File: config.mk
export PLATFORM = sky130hd
export DESIGN_NAME = sc_tx_fifo
export DESIGN_NICKNAME = d
export VERILOG_FILES = /design/src/rtl/txf_pkg.sv /design/src/rtl/txf_ptr_ctrl.sv /design/src/rtl/txf_store.sv /design/src/rtl/sc_tx_fifo.sv
export SDC_FILE = /design/constraint.sdc
export NUM_CORES = 1
export LEC_CHECK = 0
export BUFFER_PORTS_ARGS = -buffer_cell sky130_fd_sc_hd__buf_2
export CORE_MARGIN = 5
export CORE_UTILIZATION = 35
export DETAILED_ROUTE_END_ITERATION = 10
export PLACE_DENSITY = 0.59
export SYNTH_ARGS = -nofsm -noshare
export SYNTH_HDL_FRONTEND = slang
export SYNTH_SLANG_ARGS = --single-unit
File: constraint.sdc
create_clock -name clk -period 1.94 [get_ports clk]
set_clock_uncertainty 0.2 [all_clocks]
set_input_delay 0 -clock clk [delete_from_list [all_inputs] [get_ports clk]]
set_output_delay 0 -clock clk [all_outputs]
set_load 0.005 [all_outputs]
File: src/rtl/txf_pkg.sv
package txf_pkg;
  // What happens to the queue in one cycle
  typedef enum logic [1:0] {
    ACT_IDLE  = 2'd0,
    ACT_PUSH  = 2'd1,
    ACT_TAKE  = 2'd2,
    ACT_BOTH  = 2'd3
  } txf_act_e;
endpackage

File: src/rtl/txf_ptr_ctrl.sv
// Read/write pointers with one extra wrap bit; DEPTH must be a power of two.
module txf_ptr_ctrl
  import txf_pkg::*;
#(
  parameter int DEPTH = 2
) (
  input  logic            clk,
  input  logic            rst_n,
  input  logic            push_req,
  input  logic            pop_req,
  input  logic            discard_req,
  output logic [$clog2(DEPTH):0] wr_ptr,
  output logic [$clog2(DEPTH):0] rd_ptr,
  output logic            empty,
  output logic            full,
  output logic            push_fire
);
  localparam int AW = $clog2(DEPTH);
  localparam int PW = AW + 1;

  logic     take_fire;
  txf_act_e act;

  assign empty = (wr_ptr == rd_ptr);
  assign full  = (wr_ptr[AW] != rd_ptr[AW]) && (wr_ptr[AW-1:0] == rd_ptr[AW-1:0]);

  assign push_fire = push_req && !full;
  // pop and discard together still consume a single entry
  assign take_fire = (pop_req || discard_req) && !empty;

  always_comb begin
    act = txf_act_e'({take_fire, push_fire});
  end

  always_ff @(posedge clk or negedge rst_n) begin
    if (!rst_n) begin
      wr_ptr <= '0;
      rd_ptr <= '0;
    end else begin
      unique case (act)
        ACT_PUSH: wr_ptr <= wr_ptr + PW'(1);
        ACT_TAKE: rd_ptr <= rd_ptr + PW'(1);
        ACT_BOTH: begin
          wr_ptr <= wr_ptr + PW'(1);
          rd_ptr <= rd_ptr + PW'(1);
        end
        default: ;
      endcase
    end
  end
endmodule

File: src/rtl/txf_store.sv
// Slot storage: reset to zero, changed only by writes, never cleared on consume.
module txf_store #(
  parameter int WIDTH = 8,
  parameter int DEPTH = 2
) (
  input  logic                     clk,
  input  logic                     rst_n,
  input  logic                     we,
  input  logic [$clog2(DEPTH)-1:0] waddr,
  input  logic [WIDTH-1:0]         wdata,
  input  logic [$clog2(DEPTH)-1:0] raddr,
  output logic [WIDTH-1:0]         rdata
);
  localparam int AW = $clog2(DEPTH);

  logic [DEPTH*WIDTH-1:0] flat;

  for (genvar g = 0; g < DEPTH; g++) begin : g_slot
    logic [WIDTH-1:0] slot_q;
    always_ff @(posedge clk or negedge rst_n) begin
      if (!rst_n)
        slot_q <= '0;
      else if (we && (waddr == AW'(g)))
        slot_q <= wdata;
    end
    assign flat[g*WIDTH +: WIDTH] = slot_q;
  end

  assign rdata = flat[raddr*WIDTH +: WIDTH];
endmodule

File: src/rtl/sc_tx_fifo.sv
module sc_tx_fifo #(
  parameter int WIDTH = 8,
  parameter int DEPTH = 2
) (
  input  logic             clk,
  input  logic             rst_n,
  input  logic             wr_valid,
  output logic             wr_ready,
  input  logic [WIDTH-1:0] wr_data,
  input  logic             rd_discard,
  output logic             tx_valid,
  input  logic             tx_ready,
  output logic [WIDTH-1:0] tx_data,
  output logic             empty,
  output logic             full
);
  localparam int AW = $clog2(DEPTH);

  logic [AW:0] wr_ptr;
  logic [AW:0] rd_ptr;
  logic        push_fire;

  txf_ptr_ctrl #(.DEPTH(DEPTH)) u_ptr (
    .clk         (clk),
    .rst_n       (rst_n),
    .push_req    (wr_valid),
    .pop_req     (tx_ready),
    .discard_req (rd_discard),
    .wr_ptr      (wr_ptr),
    .rd_ptr      (rd_ptr),
    .empty       (empty),
    .full        (full),
    .push_fire   (push_fire)
  );

  txf_store #(.WIDTH(WIDTH), .DEPTH(DEPTH)) u_store (
    .clk   (clk),
    .rst_n (rst_n),
    .we    (push_fire),
    .waddr (wr_ptr[AW-1:0]),
    .wdata (wr_data),
    .raddr (rd_ptr[AW-1:0]),
    .rdata (tx_data)
  );

  assign wr_ready = !full;
  assign tx_valid = !empty;
endmodule

==> results_dict.tcl, run 1 <==
set metrics [dict create \
    startpoint_type "flop" \
    cts_buffers 3 \
    synth_top_cells_by_count "mux2_2 (24), dfrtp_1 (20), xnor2_1 (5)" \
    io_pins 25 \
    core-area_um2 2500 \
    syn_area_per_cell_um2 14.28 \
    setup_viol 0 \
    synthDistinctLibCells 14 \
    via_per_inst 4.570 \
    wl_met2_um 736 \
    hpwl_um 1185 \
    grt_pass1_wl_um 2780 \
    drv_cap 0 \
    internal_power_w 0.001334 \
    slew_violations 0 \
    drive_gt1_share_pct 51.43 \
    worstMarginPinSlew_ps 474.8 \
    syn_nets 78 \
    place_congestion 0.6805 \
    n_antenna_cell 0 \
    rows 18 \
    overflow 0 \
    crit_buf_inv 2 \
    switchingPower_w 0.0007162 \
    die_w_um 61.50 \
    yosysMostFrequentCell "mux2_2" \
    topRoutingLayerUsed "met3" \
    peakVddDrop_uv 854.1 \
    combPwrFrac_pct 52.0 \
    synth_top_cell_by_area "dfrtp_1" \
    die_y_um 61.50 \
    slowest_stage "dfrtp_1" \
    hold_ws_ps 285.0 \
    cpPeakStageDelay_ps 640 \
    antenna_found_initial 0 \
    die_area_um2 3782 \
    syn2layout_area_growth_pct 34.23 \
    synth_async_sr_flop_share_pct 100.0 \
    first_iter_violations 13 \
    synth.top_cell.area_share_pct 53.91 \
    num_vias 617 \
    rsz0062_at_grt "false" \
    setup_tns_ps 0 \
    relSlewSlack_pct 68.12 \
    cts.reportedPaths.clkPinSlew_ps 100 \
    met1_length_um 831 \
    cts_max_level 1 \
    track_usage_pct 10.02 \
    min_period_ps 1848 \
    synthTopCellsByArea "dfrtp_1 (54%), mux2_2 (29%), xnor2_1 (4.7%), xor2_1 (2.8%), a21oi_4 (1.8%)" \
    wl_per_cell_um 12.46 \
    postCtsSetupBuffers 0 \
    start_util_pct 37.14 \
    finalHoldViolations 0 \
    fin_crit_sh_pct 95.25 \
    cp.required_ps 1740 \
    ctsRootBufferMaster "clkbuf_4" \
    fin_nets 120 \
    switching_share_pct 34.93 \
    cts_tree "yes" \
    clock_sinks 20 \
    synth_cells 65 \
    criticalPathCategory "reg -> out" \
    pwr-share-clk_pct 9.0 \
    hold_class "in -> reg" \
    fmax_mhz 541.2 \
    synth_edf_count 0 \
    grt_max_degree 18 \
    setup_slack_ps 92.10 \
    clk_latency_ps 280 \
    drc 0 \
    yosysSeqAreaShare_pct 53.91 \
    cp_top_family "flip-flops" \
    pwr-share-seq_pct 39.0 \
    preCtsSetupSlack_ps 236.1 \
    worstPathCellList "buf_4 -> mux2_2 -> buf_2" \
    ant_nets 0 \
    outcome "complete, no violations" \
    path_max_fanout 8 \
    cp.arrival_ps 1650 \
    wl_met3_um 113 \
    cts_buffer_depth 2 \
    synth_top_flop_cell "dfrtp_1" \
    power_per_cell_area_nw_per_um2 1645 \
    drt_pass1_iterations 2 \
    endpoint_kind "output pin" \
    power.leakage_nw 0.5556 \
    grt_pass1_vias 607 \
    port_buffers 24 \
    yosysWarnings 0 \
    totalWireLength_um 1682 \
    synth_seq_cells 20 \
    synth.cell_area_um2 928.4 \
]
## worst reg2reg max path, delay by kind of cell, from the launching register on
| family | cells | cell delay (ps) |
|---|---|---|
| AOI/OAI and AO/OA | 1 | 360 |
| xor gates and xnor gates | 1 | 230 |
| muxes | 1 | 380 |
| DFF | 1 | 440 |
## worst paths after layout
kind	startpoint	to	slack, ps	cells past startpoint
setup / recovery	u_ptr.rd_ptr[0]$_DFFE_PN0P_	tx_data[1]	90	3
hold / removal	wr_data[7]	u_store.g_slot[0].slot_q[7]$_DFFE_PN0P_	280	3
max in group asynchronous	rst_n	u_ptr.rd_ptr[0]$_DFFE_PN0P_	120	4
hold reg to reg	u_store.g_slot[0].slot_q[6]$_DFFE_PN0P_	u_store.g_slot[0].slot_q[6]$_DFFE_PN0P_	310	1
setup reg to reg	u_ptr.rd_ptr[1]$_DFFE_PN0P_	u_store.g_slot[1].slot_q[6]$_DFFE_PN0P_	240	3
min in group asynchronous	rst_n	u_store.g_slot[1].slot_q[3]$_DFFE_PN0P_	490	3
## per-layer routing
layer | global-route usage [%] | vias to the layer above
met5 | 0 | -
met4 | 3.636 | 0
met3 | 2.306 | 0
met2 | 15.55 | 17
met1 | 13.65 | 291
li1 | - | 309
## placed cells by master (no fill, tap or decap)
cell / count
clkbuf_4: 3
nor2_1: 1
xor2_1: 3
o21ai_4: 1
o22ai_1: 1
xnor2_1: 5
o21ai_0: 1
nor2b_1: 1
buf_2: 24
dfrtp_1: 20
dlygate4sd3_1: 14
o221ai_1: 1
mux2_2: 24
a21oi_4: 1
nand2_1: 2
buf_4: 1
inv_1: 2
## cell families (layout without fill, tap and decap cells)
logic type / count (synthesis) / in the layout / share of synthesized area, %
AOI/OAI and AO/OA: 5 / 5 / 5.661
xor gates and xnor gates: 8 / 8 / 7.547
buffers and inverters: 4 / 44 / 1.887
DFF: 20 / 20 / 53.91
muxes: 24 / 24 / 29.11
and+or+nand+nor: 4 / 4 / 1.887
## metrics by stage
stage | cells | area (µm²) | total power, W | util, %
6_report | 135 | 1246 | 0.002050 | 49.85
5_1_grt | 135 | 1246 | 0.002235 | 49.85
4_1_cts | 135 | 1246 | 0.002085 | 49.85
3_5_place_dp | 118 | 1084 | 0.001875 | 43.34
3_3_place_gp | 118 | 1084 | 0.001844 | 43.34
2_1_floorplan | 65 | 928.4 | 0.001525 | -
## cell type report
| type | instances | area, µm² |
|---|---|---|
| Clock buffer | 3 | 22.52 |
| Fill cell | 231 | 1254 |
| Inverter | 2 | 7.507 |
| Multi-Input combinational cell | 41 | 410.4 |
| Sequential cell | 20 | 500.5 |
| Tap cell | 30 | 37.54 |
| Timing Repair Buffer | 39 | 267.8 |
## flip-flops by register name, summed over array words and instances (netlist names)
register               cells
u_ptr.wr_ptr               2
u_store.g_slot.slot_q     16
u_ptr.rd_ptr               2
## power by group through the flow
stage                     sequential [W]  combinational, W  clock (W)
after floorplan                 0.000738          0.000788          0
after global placement          0.000805           0.00104          0
after detailed placement        0.000811           0.00106          0
after CTS                       0.000801           0.00109   0.000194
after global routing            0.000838           0.00119   0.000209
final                           0.000800           0.00107   0.000185
## what timing repair did
| item | 4_1_cts | 5_1_grt |
|---|---|---|
| resized for setup | 0 | 0 |
| hold buffers | 14 | 0 |
| hold endpoints to repair | 39 | 0 |
Power figures use the tool's default switching activity.
==> inputs of run 2 (changes only) <==
--- a/config.mk
+++ b/config.mk
@@ -6,7 +6,7 @@
 export NUM_CORES = 1
 export LEC_CHECK = 0
 export BUFFER_PORTS_ARGS = -buffer_cell sky130_fd_sc_hd__buf_2
-export CORE_MARGIN = 5
+export CORE_MARGIN = 4
 export CORE_UTILIZATION = 35
 export DETAILED_ROUTE_END_ITERATION = 10
 export PLACE_DENSITY = 0.59
==> results_dict.tcl, run 2 (same netlist as run 1, synthesis figures left out) <==
set metrics [dict create \
    slew_violations 0 \
    n_antenna_cell 0 \
    grt_max_degree 21 \
    drc 0 \
    peakVddDrop_uv 792.8 \
    drt_pass1_iterations 4 \
    grt_pass1_vias 666 \
    cts.reportedPaths.clkPinSlew_ps 110 \
    hpwl_um 1238 \
    core-area_um2 2500 \
    rows 18 \
    wl_per_cell_um 13.21 \
    die_w_um 59.50 \
    drive_gt1_share_pct 54.29 \
    antenna_found_initial 0 \
    cp_top_family "flip-flops" \
    track_usage_pct 11.04 \
    finalHoldViolations 0 \
    ctsRootBufferMaster "clkbuf_4" \
    hold_class "in -> async" \
    setup_slack_ps 217.6 \
    largest_reg_flops 16 \
    cts_tree "yes" \
    slowest_stage "dfrtp_2" \
    outcome "complete, no violations" \
    cp.required_ps 1740 \
    io_pins 25 \
    criticalPathCategory "reg -> out" \
    top_register "u_store.g_slot.slot_q" \
    die_area_um2 3540 \
    rsz0062_at_grt "false" \
    power.leakage_nw 0.5574 \
    reg.largest.list "u_store.g_slot.slot_q x16, u_ptr.rd_ptr x2, u_ptr.wr_ptr x2" \
    postCtsSetupBuffers 0 \
    clk_latency_ps 300 \
    setup_tns_ps 0 \
    cts_buffers 3 \
    worstMarginPinSlew_ps 451.4 \
    first_iter_violations 8 \
    setup_viol 0 \
    overflow 0 \
    fin_nets 119 \
    drv_cap 0 \
    preCtsSetupSlack_ps 215.1 \
    relSlewSlack_pct 69.91 \
    cpPeakStageDelay_ps 530 \
    ant_nets 0 \
    cts_max_level 1 \
    num_vias 635 \
    endpoint_kind "output pin" \
    path_max_fanout 8 \
    via_per_inst 4.704 \
    start_util_pct 37.14 \
    worstPathCellList "buf_4 -> mux2_2 -> buf_2" \
    final_common_cell "buf_2" \
    min_period_ps 1722 \
    fmax_mhz 580.6 \
    crit_buf_inv 2 \
    totalWireLength_um 1783 \
    cp.arrival_ps 1520 \
    cts_buffer_depth 2 \
    power_per_cell_area_nw_per_um2 1700 \
    startpoint_type "flop" \
    port_buffers 24 \
    place_congestion 0.7478 \
    die_y_um 59.50 \
    final_cell_mix "buf_2 (25), mux2_2 (24), dfrtp_1 (19)" \
    clock_sinks 20 \
    fin_crit_sh_pct 88.78 \
    grt_pass1_wl_um 2994 \
    syn2layout_area_growth_pct 34.23 \
]
==> run 2: cell count changes in the layout (fill, tap and decap cells not counted) <==
cell           change
buf_2              +1
dfrtp_2            +1
clkbuf_8           +1
dlygate4sd3_1      -2
dfrtp_1            -1
==> run 2: path summary, 6_finish.rpt <==
kind / from / end / slack [ps] / cells after the start
hold / removal: rst_n / u_ptr.wr_ptr[0]$_DFFE_PN0P_ / 60 / 3
max in group asynchronous: rst_n / u_ptr.rd_ptr[0]$_DFFE_PN0P_ / 1150 / 3
hold reg to reg: u_store.g_slot[1].slot_q[0]$_DFFE_PN0P_ / u_store.g_slot[1].slot_q[0]$_DFFE_PN0P_ / 320 / 1
min in group clk: wr_data[6] / u_store.g_slot[0].slot_q[6]$_DFFE_PN0P_ / 280 / 3
setup reg to reg: u_ptr.wr_ptr[1]$_DFFE_PN0P_ / u_store.g_slot[1].slot_q[3]$_DFFE_PN0P_ / 220 / 3
setup / recovery: u_ptr.rd_ptr[0]$_DFFE_PN0P_ / tx_data[4] / 220 / 3
==> run 2: power by group <==
| group | switching [W] | internal, W |
|---|---|---|
| combinational | 0.000451 | 0.000623 |
| sequential | 0.000167 | 0.000639 |
| clock | 0.000124 | 0.000114 |
| total | 0.000742 | 0.00138 |
==> run 2: per-stage QoR <==
stage          std cells  utilization (%)  cell area, µm²  total power (W)  hold slack, ps
2_1_floorplan         65                -           928.4         0.001525          -495.6
3_3_place_gp         118            43.34            1084         0.001853          -222.7
3_5_place_dp         118            43.34            1084         0.001880          -225.6
4_1_cts              135            50.00            1250         0.002146           269.9
5_1_grt              135            49.85            1246         0.002295           117.5
6_report             135            49.85            1246         0.002119           60.52
==> run 2: worst min-delay path: cells and delay by family <==
family	cells	cell delay (ps)
buf+inv	3	1000
==> run 2: cell type report <==
cell class	instances	area, µm²
clock buffer	4	36.28
fill	229	1254
sequential	20	501.7
multi-input combinational	41	410.4
timing repair buffer	38	252.7
tap	30	37.54
inverter	2	7.507
==> run 2: per-layer routing <==
| metal | vias to the layer above | global-route usage, % | share of wire [%] |
|---|---|---|---|
| li1 | 305 | - | - |
| met1 | 305 | 14.36 | 46 |
| met2 | 23 | 18.72 | 47 |
| met3 | 2 | 3.486 | 6.6 |
| met4 | 0 | 0.9494 | 0.34 |
| met5 | - | 0 | 0 |
==> run 2: what timing repair did <==
| item | in CTS | in global routing |
|---|---|---|
| hold buffers | 13 | 0 |
| endpoints found under the hold margin | 40 | 0 |
| setup endpoints to repair | 0 | 5 |
| gates resized for setup | 0 | 2 |
